--- config.mk ---
export PLATFORM = sky130hd
export DESIGN_NAME = pixel_stamp_buffer
export DESIGN_NICKNAME = d
export VERILOG_FILES = /design/src/rtl/pixstamp_pkg.sv /design/src/rtl/stamp_ctrl.sv /design/src/rtl/stamp_store.sv /design/src/rtl/pixel_stamp_buffer.sv
export SDC_FILE = /design/constraint.sdc
export NUM_CORES = 1
export LEC_CHECK = 0
export BUFFER_PORTS_ARGS = -buffer_cell sky130_fd_sc_hd__buf_2
export CELL_PAD_IN_SITES_DETAIL_PLACEMENT = 0
export CELL_PAD_IN_SITES_GLOBAL_PLACEMENT = 1
export CORE_MARGIN = 2
export CORE_UTILIZATION = 37
export DETAILED_ROUTE_END_ITERATION = 7
export PLACE_DENSITY_LB_ADDON = 0.1
export SYNTH_ARGS = -nofsm -noshare
export SYNTH_HDL_FRONTEND = slang
export SYNTH_HIERARCHICAL = 1
export SYNTH_SLANG_ARGS = --single-unit
--- constraint.sdc ---
create_clock -name clk -period 1.55 [get_ports clk]
set_input_delay 0.155 -clock clk [delete_from_list [all_inputs] [get_ports clk]]
set_output_delay 0.155 -clock clk [all_outputs]
set_load 0.03 [all_outputs]
--- src/rtl/pixstamp_pkg.sv ---
package pixstamp_pkg;

  // Strobes issued by the control to the storage datapath each cycle.
  typedef struct packed {
    logic capture;   // store the bus value into the write slot
    logic clear;     // wipe all slots
  } stampStrobe_t;

endpackage

--- src/rtl/stamp_ctrl.sv ---
module stamp_ctrl
  import pixstamp_pkg::*;
#(
  parameter int DEPTH = 2,
  localparam int SLOT_W = (DEPTH > 1) ? $clog2(DEPTH) : 1,
  localparam int CNT_W = $clog2(DEPTH + 1)
) (
  input  logic              clk,
  input  logic              rstN,
  input  logic              hitIn,
  input  logic              rdAck,
  input  logic              clearIn,
  output stampStrobe_t      strobe,
  output logic [SLOT_W-1:0] wrSlot,
  output logic [SLOT_W-1:0] rdSlot,
  output logic              rdEmpty,
  output logic              overflow
);

  localparam logic [CNT_W-1:0]  FULL_CNT  = CNT_W'(DEPTH);
  localparam logic [SLOT_W-1:0] LAST_SLOT = SLOT_W'(DEPTH - 1);

  logic              hitPrev;
  logic [SLOT_W-1:0] wrPtr, rdPtr;
  logic [CNT_W-1:0]  count;
  logic              overflowQ;

  logic hitRise, isFull, isEmpty;
  logic doCapture, doPop, dropHit;

  function automatic logic [SLOT_W-1:0] bump(input logic [SLOT_W-1:0] p);
    return (p == LAST_SLOT) ? '0 : p + 1'b1;
  endfunction

  always_comb begin
    hitRise   = hitIn & ~hitPrev;
    isFull    = (count == FULL_CNT);
    isEmpty   = (count == '0);
    doCapture = hitRise & ~isFull & ~clearIn;
    dropHit   = hitRise & isFull & ~clearIn;
    doPop     = rdAck & ~isEmpty & ~clearIn;
  end

  always_ff @(posedge clk or negedge rstN) begin
    if (!rstN) begin
      hitPrev   <= 1'b0;
      wrPtr     <= '0;
      rdPtr     <= '0;
      count     <= '0;
      overflowQ <= 1'b0;
    end else begin
      hitPrev <= hitIn;
      if (clearIn) begin
        wrPtr     <= '0;
        rdPtr     <= '0;
        count     <= '0;
        overflowQ <= 1'b0;
      end else begin
        if (doCapture) wrPtr <= bump(wrPtr);
        if (doPop)     rdPtr <= bump(rdPtr);
        case ({doCapture, doPop})
          2'b10:   count <= count + 1'b1;
          2'b01:   count <= count - 1'b1;
          default: count <= count;
        endcase
        if (dropHit) overflowQ <= 1'b1;
      end
    end
  end

  always_comb begin
    strobe.capture = doCapture;
    strobe.clear   = clearIn;
    wrSlot         = wrPtr;
    rdSlot         = rdPtr;
    rdEmpty        = isEmpty;
    overflow       = overflowQ;
  end


  count_bound_chk: assert property (@(posedge clk) disable iff (!rstN)
    count <= FULL_CNT);


  held_hit_chk: assert property (@(posedge clk) disable iff (!rstN)
    (hitIn && $past(hitIn)) |=> (count <= $past(count)));


  full_drop_chk: assert property (@(posedge clk) disable iff (!rstN)
    (isFull && hitIn && !hitPrev && !clearIn && !rdAck) |=> (isFull && overflowQ));


  overflow_sticky_chk: assert property (@(posedge clk) disable iff (!rstN)
    (overflowQ && !clearIn) |=> overflowQ);


  clear_empty_chk: assert property (@(posedge clk) disable iff (!rstN)
    clearIn |=> (rdEmpty && !overflow && wrPtr == '0 && rdPtr == '0));


  empty_ack_chk: assert property (@(posedge clk) disable iff (!rstN)
    (isEmpty && rdAck && !(hitIn && !hitPrev)) |=> (isEmpty && $stable(rdPtr)));

endmodule

--- src/rtl/stamp_store.sv ---
module stamp_store
  import pixstamp_pkg::*;
#(
  parameter int STAMP_W = 14,
  parameter int DEPTH = 2,
  localparam int SLOT_W = (DEPTH > 1) ? $clog2(DEPTH) : 1
) (
  input  logic               clk,
  input  logic               rstN,
  input  stampStrobe_t       strobe,
  input  logic [SLOT_W-1:0]  wrSlot,
  input  logic [SLOT_W-1:0]  rdSlot,
  input  logic [STAMP_W-1:0] stampBus,
  input  logic               testWrEn,
  input  logic [SLOT_W-1:0]  testWrAddr,
  input  logic [STAMP_W-1:0] testWrData,
  output logic [STAMP_W-1:0] rdData
);

  logic [STAMP_W-1:0] slotMem [DEPTH];

  for (genvar i = 0; i < DEPTH; i++) begin : g_slot
    logic testSel, capSel;
    always_comb begin
      testSel = testWrEn && (testWrAddr == SLOT_W'(i));
      capSel  = strobe.capture && (wrSlot == SLOT_W'(i));
    end
    always_ff @(posedge clk or negedge rstN) begin
      if (!rstN)            slotMem[i] <= '0;
      else if (testSel)     slotMem[i] <= testWrData;
      else if (strobe.clear) slotMem[i] <= '0;
      else if (capSel)      slotMem[i] <= stampBus;
    end
  end

  assign rdData = slotMem[rdSlot];


  test_write_chk: assert property (@(posedge clk) disable iff (!rstN)
    (testWrEn && int'(testWrAddr) < DEPTH) |=>
      (slotMem[$past(testWrAddr)] == $past(testWrData)));


  capture_store_chk: assert property (@(posedge clk) disable iff (!rstN)
    (strobe.capture && !(testWrEn && testWrAddr == wrSlot)) |=>
      (slotMem[$past(wrSlot)] == $past(stampBus)));

endmodule

--- src/rtl/pixel_stamp_buffer.sv ---
module pixel_stamp_buffer
  import pixstamp_pkg::*;
#(
  parameter int STAMP_W = 14,
  parameter int DEPTH = 2,
  localparam int SLOT_W = (DEPTH > 1) ? $clog2(DEPTH) : 1
) (
  input  logic               clk,
  input  logic               rstN,
  input  logic               hitIn,
  input  logic [STAMP_W-1:0] stampBus,
  input  logic               rdAck,
  input  logic               clearIn,
  input  logic               testWrEn,
  input  logic [SLOT_W-1:0]  testWrAddr,
  input  logic [STAMP_W-1:0] testWrData,
  output logic [STAMP_W-1:0] rdData,
  output logic               rdEmpty,
  output logic               overflow
);

  stampStrobe_t      strobe;
  logic [SLOT_W-1:0] wrSlot, rdSlot;

  stamp_ctrl #(.DEPTH(DEPTH)) u_ctrl (
    .clk(clk), .rstN(rstN), .hitIn(hitIn), .rdAck(rdAck), .clearIn(clearIn),
    .strobe(strobe), .wrSlot(wrSlot), .rdSlot(rdSlot),
    .rdEmpty(rdEmpty), .overflow(overflow)
  );

  stamp_store #(.STAMP_W(STAMP_W), .DEPTH(DEPTH)) u_store (
    .clk(clk), .rstN(rstN), .strobe(strobe), .wrSlot(wrSlot), .rdSlot(rdSlot),
    .stampBus(stampBus), .testWrEn(testWrEn), .testWrAddr(testWrAddr),
    .testWrData(testWrData), .rdData(rdData)
  );

endmodule

## After elaboration in Yosys (flattened, before gate mapping)

Index checks and enable logic that the tools add are counted.

- $add $sub $neg: 4
- Order comparisons: 1
- Equality and inequality tests: 3
- Multiplexer cells: 19
- Bitwise logic cells: 14
- Reduce and logical (&&, ||, !) cells: 11

Operators by type and width:

| cell | count |
|---|---|
| $mux W14 | 9 |
| $reduce_bool A3 Y1 | 3 |
| $mux W1 | 8 |
| $and A1 B1 Y1 | 7 |
| $not A1 Y1 | 6 |
| $reduce_bool A2 Y1 | 3 |
| $eq A2 B2 Y1 const B | 2 |
| $logic_and A1 B1 Y1 | 4 |
| $pmux W2 S2 | 1 |
| $add A1 B1 Y1 const B | 2 |
| $add A2 B1 Y2 const B | 1 |
| $eq A2 B1 Y1 const B | 1 |
| $ge A2 B2 Y1 const B | 1 |
| $logic_not A2 Y1 | 1 |
| $mux W2 | 1 |
| $not A1 Y2 | 1 |
| $sub A2 B1 Y2 const B | 1 |

- Bits in registers: 34
- Output and inout port bits: 16
- Logic and storage cells: 59

## Longest topological paths before layout

- Depth in word-level cells: 8
- Gate-level depth with buffers: 7
- Mapped depth without buffers: 5

## Cells and area by module

Netlist, hierarchy kept.

Modules (own cells, without submodules):

| module | instances | cells each | area an instance (µm²) |
|---|---|---|---|
| stamp_store | 1 | 139 | 1715.4 |
| stamp_ctrl | 1 | 29 | 290.3 |

## Worst setup path after synthesis

OpenSTA, ideal clock, no wires.

- Path kind: register to register
- Start: register u_ctrl.count[0]
- End: register u_store/slotMem[17] (netlist name)
- Setup time: 125 ps
- Arrival: 1577 ps
- Slack: -152 ps
- Stages on the path, launching flop included: 8
- Buffers on the path: 2
- Clock period less this slack: 1702 ps
- Cells stage by stage: dfrtp_1 -> nor2b_1 -> nor3_1 -> buf_4 -> nand2b_1 -> nand3b_2 -> buf_4 -> mux2_4

- Word-level cells in the longest chain between the ends: 6

Ends and longest elaborated chain:

| item | line | RTL |
|---|---|---|
| start, declared | stamp_ctrl.sv:25 | `logic [CNT_W-1:0] count;` |
| start signal, assigned | stamp_ctrl.sv:62 | `2'b10: count <= count + 1'b1;` |
| start signal, assigned | stamp_ctrl.sv:63 | `2'b01: count <= count - 1'b1;` |
| start signal, assigned | stamp_ctrl.sv:64 | `default: count <= count;` |
| $eq A2 B2 Y1 | stamp_ctrl.sv:37 | `isFull = (count == FULL_CNT);` |
| $not A1 Y1 | stamp_ctrl.sv:39 | `doCapture = hitRise & ~isFull & ~clearIn;` |
| $and A1 B1 Y1 (2 in series) | stamp_ctrl.sv:39 |  |
| net u_ctrl.doCapture | stamp_ctrl.sv:29 | `logic doCapture, doPop, dropHit;` |
| $logic_and A1 B1 Y1 | stamp_store.sv:26 | `capSel = strobe.capture && (wrSlot == SLOT_W'(i));` |
| $reduce_bool A3 Y1 (no source line) | n/a |  |
| end signal, assigned by index | stamp_store.sv:30 | `else if (testSel) slotMem[i] <= testWrData;` |
| end signal, assigned by index | stamp_store.sv:32 | `else if (capSel) slotMem[i] <= stampBus;` |
| end, declared | stamp_store.sv:20 | `logic [STAMP_W-1:0] slotMem [DEPTH];` |

The timed path passes the listed nets, and every way through them passes these cells.
A chain may end at the register's enable or synchronous reset.

## Worst setup path in the final report

- Start: register u_ctrl.rdPtr, in the netlist u_ctrl/rdSlot
- End: output port rdData[13]

- Word-level cells in the longest chain between the ends: 4

Ends and longest elaborated chain:

| item | line | RTL |
|---|---|---|
| start, declared | stamp_ctrl.sv:24 | `logic [SLOT_W-1:0] wrPtr, rdPtr;` |
| start signal, assigned | stamp_ctrl.sv:60 | `if (doPop) rdPtr <= bump(rdPtr);` |
| $not A1 Y2 (not written as such) | stamp_store.sv:36 | `assign rdData = slotMem[rdSlot];` |
| $mux W14 (not written as such) (3 in series) | stamp_store.sv:36 |  |
| end, declared | pixel_stamp_buffer.sv:17 | `output logic [STAMP_W-1:0] rdData,` |

Every way passes these cells. The select of a mux whose other input is x is not followed.

==> summary.md <==
| Metric | Value |
|---|---|
| Clk sinks | 34 |
| Root Driver | clkbuf_8 |
| Worst-path clk slew | 70 ps |
| Syn avg cell area | 11.94 sq um |
| Pwr Density | 923.6 mW/mm^2 |
| Origin of the critical flop-to-flop path | u_ctrl/hitPrev$_DFF_PN0_ |
| PortBufs | 50 |
| Clock latency on the worst-skew pair | 280 ps |
| Worst hold slack | 47.72 ps |
| Cell Area, Synth | 0.002006 sq mm |
| Layout net count | 269 |
| Worst slew pin tran | 431.8 ps |
| Clk pwr share | 31.2% |
| DRC Markers | 0 |
| Num CTS Buffers | 5 |
| Leakage | 0.001361 uW |
| Fin. Hold Viols | 0 |
| Sequential power share | 42.4% |
| Largest net degree at the start of global routing | 35 |
| Post-DRT Antenna Nets | 0 |
| H-tree levels | 2 |
| Initial DRC count | 33 |
| Part of the cycle the worst path needs | 97.23% |
| Initial core utilization | 38.78% |
| Dpl hpwl | 3.214 mm |
| Cell Count, Final, Fillers Out | 305 |
| Placed Cells | 293 |
| Vias per cell | 4.784 |
| Critical Path Sink | rdData[13] |
| Register bit total from synthesis | 34 |
| Layout cells sized above 1 | 53.62% |
| Post-Route WL | 4.469 mm |
| 1st-pass router iterations | 4 |
| VDD IR max | 385.9 uV |
| Worst-path fanout max | 15 |
| RSZ-0062 raised after global routing | true |
| Clock skew | 1.945 ps |
| Fmax | 663.5 MHz |
| CP Data Required Time | 1390 ps |
| GRT Util Overall | 16.34% |
| Cells after Synth | 168 |
| Worst Reg-to-Reg Cells | 6 |
| Final Critical Period | 1507 ps |
| Switching pwr | 682.8 uW |
| Critical path class | register to output port |
| Avg WL per Cell | 14.65 um |
| Site Rows | 26 |
| Critical Path AT | 1350 ps |
| Vias in the first global route | 1556 |
| Critical path cell sequence | buf_12, mux2_2, buf_2 |
| Area Growth Syn to Fin | 31.19% |
| Commonest non-fill, non-tap cell in the layout | buf_2 |
| Final setup violation count | 0 |
| Final RePlAce weighted congestion | 0.7725 |
| Overflow after GRT | 0 |
| CP max stage cell | dfrtp_1 |
| Status | finished, final reports clean |
| CTS tree | built |
| Die Area | 0.006026 sq mm |
| CP startpoint | u_ctrl/rdSlot$_DFFE_PN0P_ |
| Crit start category | register |
| YS warnings | 6 |
| Clock buffer depth | 2 |
| Worst reg2reg path endpoint | u_store/slotMem[18]$_DFFE_PN0P_ |
| Internal power | 1747 uW |
| Core area | 0.005172 sq mm |
| First-pass GRT wire length | 7.590 mm |
| Initial antenna violation count | 0 |
| Max-cap violations | 0 |
| Most frequent cells in the layout | 49 x buf_2, 34 x dfrtp_1, 24 x mux2_4, 18 x mux2_2, 15 x nand2_1 |
| Die width | 77.63 um |
| R2R setup slack | 50 ps |
| Gate power share | 26.5% |
| Die Y | 77.63 um |
| Ports | 51 |
| Slew HR | 71.21% |
| Post-synthesis sequential area ratio | 42.42% |
| Worst hold path class | primary input to register |
| Net Sw Frac | 28.10% |
| Synth Net Count | 203 |
| CP Capture Type | output port |
| Ant diodes | 0 |
| Max-slew violations | 0 |
| Unique masters post-synth | 26 |
| CP max stage delay | 370 ps |
| Routed via count | 1459 |
-- per-layer routing --
layer	wire, um	share of wire (%)	track usage, %
met3	202	4.5	4.535
met1	2066	46	20.92
met4	49	1.1	5.893
met2	2151	48	26.38
met5	0	0	0
-- kinds of logic after synthesis --
group,Yosys count,synth area share (%)
AOI/OAI and AO/OA,24,7.362
xor gates and xnor gates,1,0.4368
buffers and inverters,10,3.431
DFF,34,42.42
muxes,56,34.31
and+or+nand+nor,43,12.04
-- sequential cells by signal (all words and copies together) (netlist names) --
register / flops
u_ctrl/overflow: 1
u_ctrl/hitPrev: 1
u_store/slotMem: 28
u_ctrl/rdSlot: 1
u_ctrl/count: 2
u_ctrl/wrSlot: 1
-- worst min-delay path by stage --
stage | start | to | slack (ps) | depth (start not counted)
2_1_floorplan | rstN | u_ctrl/count[0]$_DFFE_PN0P_ | -140 | 0
4_1_cts | hitIn | u_ctrl/hitPrev$_DFF_PN0_ | 7 | 1
3_3_place_gp | rstN | u_store/slotMem[5]$_DFFE_PN0P_ | 220 | 2
3_5_place_dp | rstN | u_store/slotMem[5]$_DFFE_PN0P_ | 220 | 2
5_1_grt | hitIn | u_ctrl/hitPrev$_DFF_PN0_ | 30 | 1
6_report | hitIn | u_ctrl/hitPrev$_DFF_PN0_ | 50 | 1
-- worst max-delay path, delay by kind of cell (launching register included) --
| kind | cells | cell delay [ps] |
|---|---|---|
| buffers and inverters | 2 | 340 |
| flip-flops | 1 | 370 |
| multiplexers | 1 | 350 |
-- synth_stat cells --
cell type,n,share of area [%]
clkbuf_1,1,0.19
o21ai_1,2,0.50
and4bb_2,1,0.62
xor2_1,1,0.44
mux2i_1,14,7.0
or3_1,1,0.31
nand2_1,16,3.0
a221oi_4,1,1.3
mux2_4,20,15
nand2b_1,3,0.94
o21ai_0,15,3.7
dfrtp_1,34,42
buf_6,2,1.1
mux2_2,22,12
o211ai_1,1,0.37
buf_4,3,1.1
nor3_1,1,0.25
a21oi_1,3,0.75
o21bai_1,1,0.37
buf_2,4,1.0
nand3b_2,1,0.56
a31oi_1,1,0.31
nand3b_1,1,0.37
and2b_1,7,2.6
nor2b_1,9,2.8
nor2_1,3,0.56
-- power groups by stage --
stage               clock network (uW)  registers, uW  logic (uW)
global route                       841           1040         691
detailed placement                   0           1040         608
floorplan                            0           1030         429
global placement                     0           1040         597
finish                             758           1030         643
CTS                                779           1030         622
-- layout make-up --
cell class                 instances  area, sq um
timing repair buffer              69        436.7
sequential                        34        850.8
fill                             476         2541
tap                               70        87.58
multi-input combinational        124         1146
clock buffer                       8        110.1
-- through the flow --
stage	setup WS (ps)	util (%)	cell area [sq um]	power, uW	TNS, ps
4_1_cts	16.27	49.83	2577	2429	0
2_1_floorplan	-12.16	-	2042	1459	-121.6
6_report	42.88	50.87	2631	2430	0
3_3_place_gp	-19.85	46.95	2429	1637	-77.96
5_1_grt	-27.42	50.87	2631	2573	-391.4
3_5_place_dp	-70.66	46.95	2429	1652	-483.8
-- what timing repair did --
item	CTS	global route
pin swaps	0	1
gates resized for setup	1	21
setup buffers	3	0
endpoints found under the hold margin	34	0
endpoints found under the setup margin	14	38
hold buffers	1	0
(Power assumes the default switching activity.)
